**config.mk**
```make
export PLATFORM = sky130hd
export DESIGN_NAME = pad_debounce_filter
export DESIGN_NICKNAME = d
export VERILOG_FILES = /design/src/rtl/pad_dbc_pkg.sv /design/src/rtl/pad_dbc_decode.sv /design/src/rtl/pad_dbc_counter.sv /design/src/rtl/pad_debounce_filter.sv
export SDC_FILE = /design/constraint.sdc
export NUM_CORES = 1
export LEC_CHECK = 0
export BUFFER_PORTS_ARGS = -buffer_cell sky130_fd_sc_hd__buf_2
export CAP_MARGIN = 20
export CORE_UTILIZATION = 30
export CTS_CLUSTER_DIAMETER = 200
export DETAILED_ROUTE_END_ITERATION = 10
export PLACE_DENSITY = 0.45
export SETUP_SLACK_MARGIN = 0.02
export SLEW_MARGIN = 10
export SYNTH_ARGS = -nofsm -noshare
export SYNTH_HDL_FRONTEND = slang
export SYNTH_SLANG_ARGS = --single-unit
```
**constraint.sdc**
```tcl
create_clock -name clk -period 2.4 [get_ports clk]
set_input_delay 0.48 -clock clk [delete_from_list [all_inputs] [get_ports clk]]
set_output_delay 0.48 -clock clk [all_outputs]
set_load 0.01 [all_outputs]
```
**src/rtl/pad_dbc_pkg.sv**
```systemverilog
package pad_dbc_pkg;
  localparam int unsigned EXP_W   = 4;
  localparam int unsigned CFG_W   = EXP_W + 1;
  localparam int unsigned EXP_MIN = 3;
  localparam int unsigned EXP_MAX = 15;

  typedef struct packed {
    logic [EXP_W-1:0] expo;
    logic             en;
  } dbc_cfg_t;

  function automatic logic exp_legal(input logic [EXP_W-1:0] e);
    return (int'(e) >= EXP_MIN) && (int'(e) <= EXP_MAX);
  endfunction
endpackage

```
**src/rtl/pad_dbc_decode.sv**
```systemverilog
module pad_dbc_decode
  import pad_dbc_pkg::*;
#(
  parameter int unsigned CNT_W = 16
) (
  input  logic [CFG_W-1:0] cfg,
  input  logic             gsel,
  output logic             engage,
  output logic [CNT_W-1:0] limit
);
  dbc_cfg_t fields;

  always_comb begin
    fields = dbc_cfg_t'(cfg);
    engage = fields.en && gsel && exp_legal(fields.expo);
    limit  = (CNT_W'(1) << fields.expo) - CNT_W'(1);
  end
endmodule

```
**src/rtl/pad_dbc_counter.sv**
```systemverilog
module pad_dbc_counter #(
  parameter int unsigned CNT_W = 16
) (
  input  logic             clk,
  input  logic             rst_n,
  input  logic             clr,
  input  logic             tick,
  input  logic [CNT_W-1:0] limit,
  output logic             done
);
  logic [CNT_W-1:0] cnt_q, cnt_d;

  always_comb begin
    done  = !clr && tick && (cnt_q == limit);
    cnt_d = cnt_q;
    if (clr || done)
      cnt_d = '0;
    else if (tick)
      cnt_d = cnt_q + CNT_W'(1);
  end

  always_ff @(posedge clk or negedge rst_n) begin
    if (!rst_n)
      cnt_q <= '0;
    else
      cnt_q <= cnt_d;
  end


  restart_clear_chk: assert property (@(posedge clk) disable iff (!rst_n)
    clr |=> (cnt_q == '0));
endmodule

```
**src/rtl/pad_debounce_filter.sv**
```systemverilog
module pad_debounce_filter
  import pad_dbc_pkg::*;
#(
  parameter int unsigned CNT_W = 16
) (
  input  logic             clk,
  input  logic             rst_n,
  input  logic             pad_raw,
  input  logic             tick_stb,
  input  logic             glitch_sel,
  input  logic [CFG_W-1:0] dbc_cfg,
  output logic             pad_filt
);
  logic             engage;
  logic [CNT_W-1:0] limit;
  logic             act_q;
  logic             lvl_q, lvl_d;
  logic             steady;
  logic             differ;
  logic             cnt_clr;
  logic             hit;

  pad_dbc_decode #(.CNT_W(CNT_W)) u_decode (
    .cfg    (dbc_cfg),
    .gsel   (glitch_sel),
    .engage (engage),
    .limit  (limit)
  );

  pad_dbc_counter #(.CNT_W(CNT_W)) u_counter (
    .clk   (clk),
    .rst_n (rst_n),
    .clr   (cnt_clr),
    .tick  (tick_stb),
    .limit (limit),
    .done  (hit)
  );

  always_comb begin
    steady  = engage && act_q;
    differ  = pad_raw != lvl_q;
    cnt_clr = !steady || !differ;
    lvl_d   = lvl_q;
    if (!steady || hit)
      lvl_d = pad_raw;
    pad_filt = steady ? lvl_q : pad_raw;
  end

  always_ff @(posedge clk or negedge rst_n) begin
    if (!rst_n) begin
      act_q <= 1'b0;
      lvl_q <= 1'b0;
    end else begin
      act_q <= engage;
      lvl_q <= lvl_d;
    end
  end


  passthru_off_chk: assert property (@(posedge clk) disable iff (!rst_n)
    !dbc_cfg[0] |-> (pad_filt == pad_raw));


  engage_no_edge_chk: assert property (@(posedge clk) disable iff (!rst_n)
    $rose(engage) |-> (pad_filt == pad_raw));


  no_tick_hold_chk: assert property (@(posedge clk) disable iff (!rst_n)
    (steady && $past(steady) && !$past(tick_stb)) |-> $stable(pad_filt));


  change_on_tick_chk: assert property (@(posedge clk) disable iff (!rst_n)
    (steady && $past(steady) && (pad_filt != $past(pad_filt))) |-> $past(tick_stb));
endmodule

```
==> results of run 1 <==
[final cells by class]
cell class,count,area share
repair buffers,37,0.148
multi-input cells,139,0.556
flip-flops and latches,18,0.214
inverters,8,0.0143
clock buffers,4,0.0261
well taps,70,0.0416
[registers in the layout, summed over array words and instances, names as in the netlist]
name and flops:
act_q 1, lvl_q 1, u_counter.cnt_q 16
[Yosys cell counts, drive strengths merged, types with 3 or more instances]
cell type and n:
a21oi 7, inv 8, nand2 15, nand3 10
nor2 4, and2 4, nand4 4, buf 10
xnor2 12, or3 3, dfrtp 18, o21ai 3
clkbuf 6, nor3 20, mux2 3, and3 3
o211ai 3, xor2 11
[cell families after synthesis]
logic type      share of synthesized area
mux                                0.0356
xor+xnor                            0.125
fa+ha+maj                          0.0155
compound gates                      0.155
flops                               0.278
simple gates                        0.311
buf+inv                            0.0804
[metal layers]
layer	vias up	GRT usage	part of all wire
met5	-	0	0
met4	0	0.0473	0.010
met1	710	0.237	0.49
met3	5	0.0225	0.014
met2	17	0.291	0.48
li1	699	-	-
[final timing paths]
kind,to,slack (ns)
max in group asynchronous,u_counter.cnt_q[10],1.94
setup reg to reg,u_counter.cnt_q[10],0.32
min in group clk,act_q,0.45
hold / removal,u_counter.cnt_q[2],0.15
setup / recovery,lvl_q,-0.35
hold reg to reg,lvl_q,0.59
[what timing repair did]
| item | 4_1_cts | 5_1_grt |
|---|---|---|
| buffers inserted | 8 | 2 |
| endpoints found under the setup margin | 17 | 18 |
| pin swaps | 5 | 12 |
| gates resized for setup | 16 | 20 |
| gates cloned | 1 | 0 |
[power by group through the flow]
stage / clock network (mW) / registers (mW) / logic (mW)
final: 0.256 / 0.307 / 0.158
after global placement: 0 / 0.312 / 0.125
after CTS: 0.259 / 0.306 / 0.142
after floorplan: 0 / 0.312 / 0.0871
after global routing: 0.277 / 0.307 / 0.173
after detailed placement: 0 / 0.312 / 0.129
[stage by stage]
stage | util | cells | TNS [ns] | cell area [sq um]
6_report | 0.410 | 276 | -5.22 | 2110
5_1_grt | 0.410 | 276 | -6.30 | 2110
3_3_place_gp | 0.353 | 263 | -9.78 | 1820
4_1_cts | 0.394 | 276 | -5.59 | 2020
3_5_place_dp | 0.353 | 263 | -10.59 | 1820
2_1_floorplan | - | 181 | -10.13 | 1630
==> impl_summary.txt, run 1 <==
----------------------------------------------------
[Placement]
  Dpl hpwl ... 2950 microns
  Routability congestion estimate ... approximately 0.77
  Number of input and output port buffers inserted ... 10
  Post-placement worst setup slack ... -0.657 ns

[Finish]
  Commonest cells after routing, fill and taps aside ... sky130_fd_sc_hd__dfrtp_1 (18), sky130_fd_sc_hd__buf_4 (18), sky130_fd_sc_hd__nor3_2 (15), sky130_fd_sc_hd__nand2_1 (14), sky130_fd_sc_hd__xor2_1 (11)
  # nets final ... 219
  Area occupied by multi-input gates ... 1170 sq um
  Growth of design area from synthesis to finish ... 30.2%
  Total area of sequential cells ... 450 sq um
  # diodes ... 0
  Fraction of layout instances using a drive strength above 1 ... 0.388
  Layout fillers ... 543

[STA]
  Worst slew slack as a fraction of its limit ... 0.712
  Tmin final ... 2.75 ns
  Final setup violation count ... 17
  Tightest hold margin ... around 0.15 ns
  Clock skew after layout ... 0.00753 ns
  Final worst path period share ... 1.15
  Max Slew Vio Count ... 0
  Final hold violation count ... 0
  Peak Freq ... 0.364 GHz
  PnR worst setup slack ... -0.349 ns
  Slew @ Worst Pin ... 0.432 ns
  Setup repair after global routing missed its margin ... true

[Clocking]
  Clock sink count ... 18
  Cell at the root of the clock tree ... sky130_fd_sc_hd__clkbuf_8
  Maximum count of clock buffers along a single path ... 2
  Clock transition at the registers of the reported paths ... ~0.080 ns
  Count of H-tree levels built during CTS ... 1
  Clock tree from TritonCTS ... yes
  Clock insertion delay at the later pin of the skew report ... 0.26 ns
  TritonCTS buffer count ... 3
  Hold-fix buffers at CTS ... 0

[Critical path]
  CP Depth ... 9
  Slowest CP cell ... sky130_fd_sc_hd__or4_4
  Arrival @ worst endpoint ... 2.90 ns
  Critical path startpoint category ... primary input
  Highest fanout seen on the critical path ... 3
  Startpoint-to-endpoint class of the critical path ... in2reg
  Worst Setup End Kind ... flip-flop
  Cell repeated most along the worst path ... sky130_fd_sc_hd__mux2_4
  Worst path max stage delay ... 0.55 ns
  Count of buffering cells on the critical path with inverters included ... 1
  Worst reg2reg startpoint ... u_counter.cnt_q[9]
  Worst r2r path cells ... 8
  Origin of the worst setup path ... dbc_cfg[3]
  Top cell family by delay on the critical path ... simple AND/OR/NAND/NOR gates
  WP data required ... 2.55 ns
  Worst path cell trace ... buf_6 > or4_4 > ha_4 > or3_4 > mux2_4 > o32ai_2 > o221ai_2 > o31ai_2 > mux2_4

[Routing]
  First-pass iteration count of the detailed router ... 4
  Wire length per cell ... 15.9 microns
  Total routed wirelength ... around 4400 microns
  Antenna violation net count after detailed routing ... 0
  Post-DR vias/cell ... 5.18
  Post-route DRC violation count ... 0
  Detailed Route Iter0 Violations ... 115
  Total via count in the routed design ... 1431

[Min path]
  Worst hold path type ... in2async

[Yosys]
  Synthesis-stage register bit count ... 18
  Netlist area before placement ... 1620 sq um
  Number of standard cells after synthesis ... approximately 180
  Area share of the leading cell type in the synthesized netlist ... 0.278
  Distinct cell type count after synthesis ... 56
  Sequential fraction of the synthesis area ... 0.278
  Proportion of register bits with asynchronous set or reset after synthesis ... 1.00
  Count of flip-flops with a built-in enable after synthesis ... 0
  Synthesized net count ... 193
  Synth Flop Type ... sky130_fd_sc_hd__dfrtp_1
  Avg Cell Area, Syn ... slightly below 9 sq um
  Number of warning messages in the yosys log ... 0
  Top area cells in the synthesized netlist ... sky130_fd_sc_hd__dfrtp_1 (28%), sky130_fd_sc_hd__xnor2_1 (6.5%), sky130_fd_sc_hd__nor3_2 (6.2%)
  Area leader, netlist ... sky130_fd_sc_hd__dfrtp_1

[Power and ir drop]
  Net switching component of the power ... about 0.19 mW
  Leak ... 0.808 nW
  Part of the total power dissipated in the clock network ... 0.355
  Proportion of power drawn by flip-flops and latches ... 0.425
  Power, Total ... 0.721 mW
  Int Power ... roughly 0.53 mW
  Switching share of power ... 0.266
  Peak VDD IR ... roughly 0.00019 V
  Part of the total power dissipated in combinational logic ... 0.220
  Pwr Density ... 343 nW/um^2

[Global route]
  Via count of the first global-routing pass ... roughly 1500
  Global-route usage over all layers ... 0.174
  Antenna violations before repair ... 0
  Global route total overflow ... 0
  Maximum number of pins on one net before global-route repair ... 22
  First-pass GRT wire length ... 7400 microns

[Floorplanning]
  Width of the die ... 75.4 microns
  I/O Pins ... 11
  Core area ... 5140 sq um
  Site row count ... 26
  DIE AREA ... 5690 sq um
  Y dimension of the die ... 75.4 microns
  Initial Utilization ... 0.315

[Run]
  Number of maximum-capacitance violations ... 0

[Run status]
  Status ... finished, violations left
  Violated checks ... negative setup slack

----------------------------------------------------
Power figures use the tool's default switching activity.
==> run 2: changes to the inputs <==
REMOVE_ABC_BUFFERS = 1   (was unset)
==> impl_summary.txt, run 2 (synthesis gave the netlist of run 1 again) <==
----------------------------------------------------
[Power and ir drop]
  Switching share of power ... 0.260 (was 0.266)
  Leak ... 0.789 nW (was 0.808 nW)
  Power, Total ... 0.702 mW (was 0.721 mW)
  Net switching component of the power ... 0.183 mW (was 0.192 mW)
  Part of the total power dissipated in combinational logic ... 0.207 (was 0.220)
  Int Power ... 0.519 mW (was 0.529 mW)
  Pwr Density ... 339 nW/um^2 (was 343 nW/um^2)
  Part of the total power dissipated in the clock network ... 0.356 (was 0.355)
  Peak VDD IR ... 0.000326 V (was 0.000191 V)
  Proportion of power drawn by flip-flops and latches ... 0.437 (was 0.425)

[Floorplanning]
  DIE AREA ... 5690 sq um (unchanged)
  Site row count ... 26 (unchanged)
  Width of the die ... 75.4 microns (unchanged)
  Initial Utilization ... 0.315 (unchanged)
  I/O Pins ... 11 (unchanged)
  Y dimension of the die ... 75.4 microns (unchanged)
  Core area ... 5140 sq um (unchanged)

[Global route]
  Via count of the first global-routing pass ... 1397 (was 1514)
  Maximum number of pins on one net before global-route repair ... 22 (unchanged)
  Global route total overflow ... 0 (unchanged)
  Antenna violations before repair ... 0 (unchanged)
  First-pass GRT wire length ... 6880 microns (was 7400 microns)
  Global-route usage over all layers ... 0.162 (was 0.174)

[Clocking]
  Maximum count of clock buffers along a single path ... 2 (unchanged)
  Hold-fix buffers at CTS ... 0 (unchanged)
  Clock tree from TritonCTS ... yes (unchanged)
  Cell at the root of the clock tree ... sky130_fd_sc_hd__clkbuf_8 (unchanged)
  Clock insertion delay at the later pin of the skew report ... 0.26 ns (about the same)
  Clock transition at the registers of the reported paths ... 0.07 ns (was 0.08 ns)
  TritonCTS buffer count ... 3 (unchanged)
  Clock sink count ... 18 (unchanged)
  Count of H-tree levels built during CTS ... 1 (unchanged)

[Finish]
  Layout fillers ... 534 (was 543)
  Growth of design area from synthesis to finish ... 27.9% (was 30.2%)
  Largest Register ... u_counter.cnt_q (unchanged)
  # nets final ... 215 (was 219)
  Fraction of layout instances using a drive strength above 1 ... 0.347 (was 0.388)
  Largest register FFs ... 16 (unchanged)
  Regs by FF count ... u_counter.cnt_q: 16 flops, act_q: 1 flops, lvl_q: 1 flops (unchanged)
  Final design utilization ... 0.403 (was 0.410)
  Commonest cells after routing, fill and taps aside ... sky130_fd_sc_hd__dfrtp_1 (18), sky130_fd_sc_hd__buf_4 (18), sky130_fd_sc_hd__nand2_1 (15), sky130_fd_sc_hd__xnor2_1 (12), sky130_fd_sc_hd__nor3_4 (12) (was sky130_fd_sc_hd__dfrtp_1 (18), sky130_fd_sc_hd__buf_4 (18), sky130_fd_sc_hd__nor3_2 (15), sky130_fd_sc_hd__nand2_1 (14), sky130_fd_sc_hd__xor2_1 (11))
  # diodes ... 0 (unchanged)

[STA]
  Clock skew after layout ... 0.00290 ns (was 0.00753 ns)
  Final worst path period share ... 1.18 (was 1.15)
  Setup repair after global routing missed its margin ... true (unchanged)
  Max Slew Vio Count ... 0 (unchanged)
  Final hold violation count ... 0 (unchanged)
  PnR worst setup slack ... -0.432 ns (was -0.349 ns)
  Worst slew slack as a fraction of its limit ... 0.720 (was 0.712)
  Slew @ Worst Pin ... 0.420 ns (was 0.432 ns)
  Final setup violation count ... 17 (unchanged)
  Tightest hold margin ... 0.147 ns (about the same)
  Setup TNS Final ... -6.35 ns (was -5.22 ns)
  Peak Freq ... 0.353 GHz (was 0.364 GHz)
  Tmin final ... 2.83 ns (was 2.75 ns)

[Run status]
  Status ... finished, violations left (unchanged)
  Violated checks ... negative setup slack (unchanged)

[Critical path]
  Top cell family by delay on the critical path ... simple AND/OR/NAND/NOR gates (unchanged)
  Highest fanout seen on the critical path ... 3 (unchanged)
  Worst path cell trace ... buf_6 > or4_4 > ha_4 > or3_4 > mux2_4 > o32ai_4 > o221ai_2 > buf_4 > o31ai_4 > mux2_4 (was buf_6 > or4_4 > ha_4 > or3_4 > mux2_4 > o32ai_2 > o221ai_2 > o31ai_2 > mux2_4)
  Slowest CP cell ... sky130_fd_sc_hd__or4_4 (unchanged)
  WP data required ... 2.54 ns (was 2.55 ns)
  Worst Setup End Kind ... flip-flop (unchanged)
  Startpoint-to-endpoint class of the critical path ... in2reg (unchanged)
  Arrival @ worst endpoint ... 2.97 ns (was 2.90 ns)
  Cell repeated most along the worst path ... sky130_fd_sc_hd__mux2_4 (unchanged)
  Count of buffering cells on the critical path with inverters included ... 2 (was 1)
  Worst path max stage delay ... 0.55 ns (about the same)
  Critical path startpoint category ... primary input (unchanged)

[Routing]
  Post-route DRC violation count ... 0 (unchanged)
  Detailed Route Iter0 Violations ... 112 (was 115)
  Total via count in the routed design ... 1423 (was 1431)
  Wire length per cell ... 15.6 microns (was 15.9 microns)
  Antenna violation net count after detailed routing ... 0 (unchanged)
  Post-DR vias/cell ... 5.23 (was 5.18)
  First-pass iteration count of the detailed router ... 4 (unchanged)
  Total routed wirelength ... 4230 microns (was 4400 microns)

[Placement]
  Number of input and output port buffers inserted ... 10 (unchanged)
  Routability congestion estimate ... 0.788 (was 0.772)
  Dpl hpwl ... 2960 microns (was 2950 microns)

[Min path]
  Worst hold path type ... in2async (unchanged)

[Run]
  Number of maximum-capacitance violations ... 0 (unchanged)

----------------------------------------------------
[run 2: path summary, 6_finish.rpt]
check | from | endpoint | slack (ns) | cells after the start
worst max-delay path | dbc_cfg[3] | lvl_q | -0.43 | 10
worst min-delay path | rst_n | u_counter.cnt_q[13] | 0.15 | 1
worst max register to register | u_counter.cnt_q[9] | lvl_q | 0.28 | 6
worst min register to register | lvl_q | lvl_q | 0.56 | 1
max in group asynchronous | rst_n | lvl_q | 1.95 | 1
min in group clk | glitch_sel | act_q | 0.45 | 3
[run 2: area by class of cell]
class / count / area, sq um / share of cell area
Sequential cell: 18 / 450 / 0.218
Tap cell: 70 / 87.6 / 0.0423
Multi-Input combinational cell: 139 / 1180 / 0.573
Clock buffer: 4 / 55.1 / 0.0266
Inverter: 8 / 30.0 / 0.0145
Timing Repair Buffer: 33 / 262 / 0.126
[run 2: power groups by stage]
| stage | sequential (mW) | clock (mW) | combinational, mW |
|---|---|---|---|
| CTS | 0.307 | 0.254 | 0.138 |
| global route | 0.307 | 0.266 | 0.159 |
| floorplan | 0.312 | 0 | 0.0642 |
| finish | 0.307 | 0.250 | 0.145 |
| detailed placement | 0.312 | 0 | 0.129 |
| global placement | 0.312 | 0 | 0.126 |
[run 2: layer usage]
layer  GRT usage  vias up  wire (microns)
li1            -      693               -
met1       0.219      699            2070
met2       0.264       22            1990
met3      0.0185        9             101
met4      0.0679        0              75
met5           0        -               0
[run 2: what timing repair did]
item,in CTS,in global routing
gates resized for setup,12,24
cloned,1,0
setup buffers,5,1
endpoints found under the hold margin,0,0
pin swaps,11,14
endpoints found under the setup margin,17,18
[run 2: through the flow]
step	area, sq um	cells	setup WS, ns
after floorplan	1520	165	-0.748
after global placement	1790	263	-0.943
after detailed placement	1790	263	-0.962
after CTS	1990	273	-0.459
after global routing	2070	272	-0.473
final	2070	272	-0.432
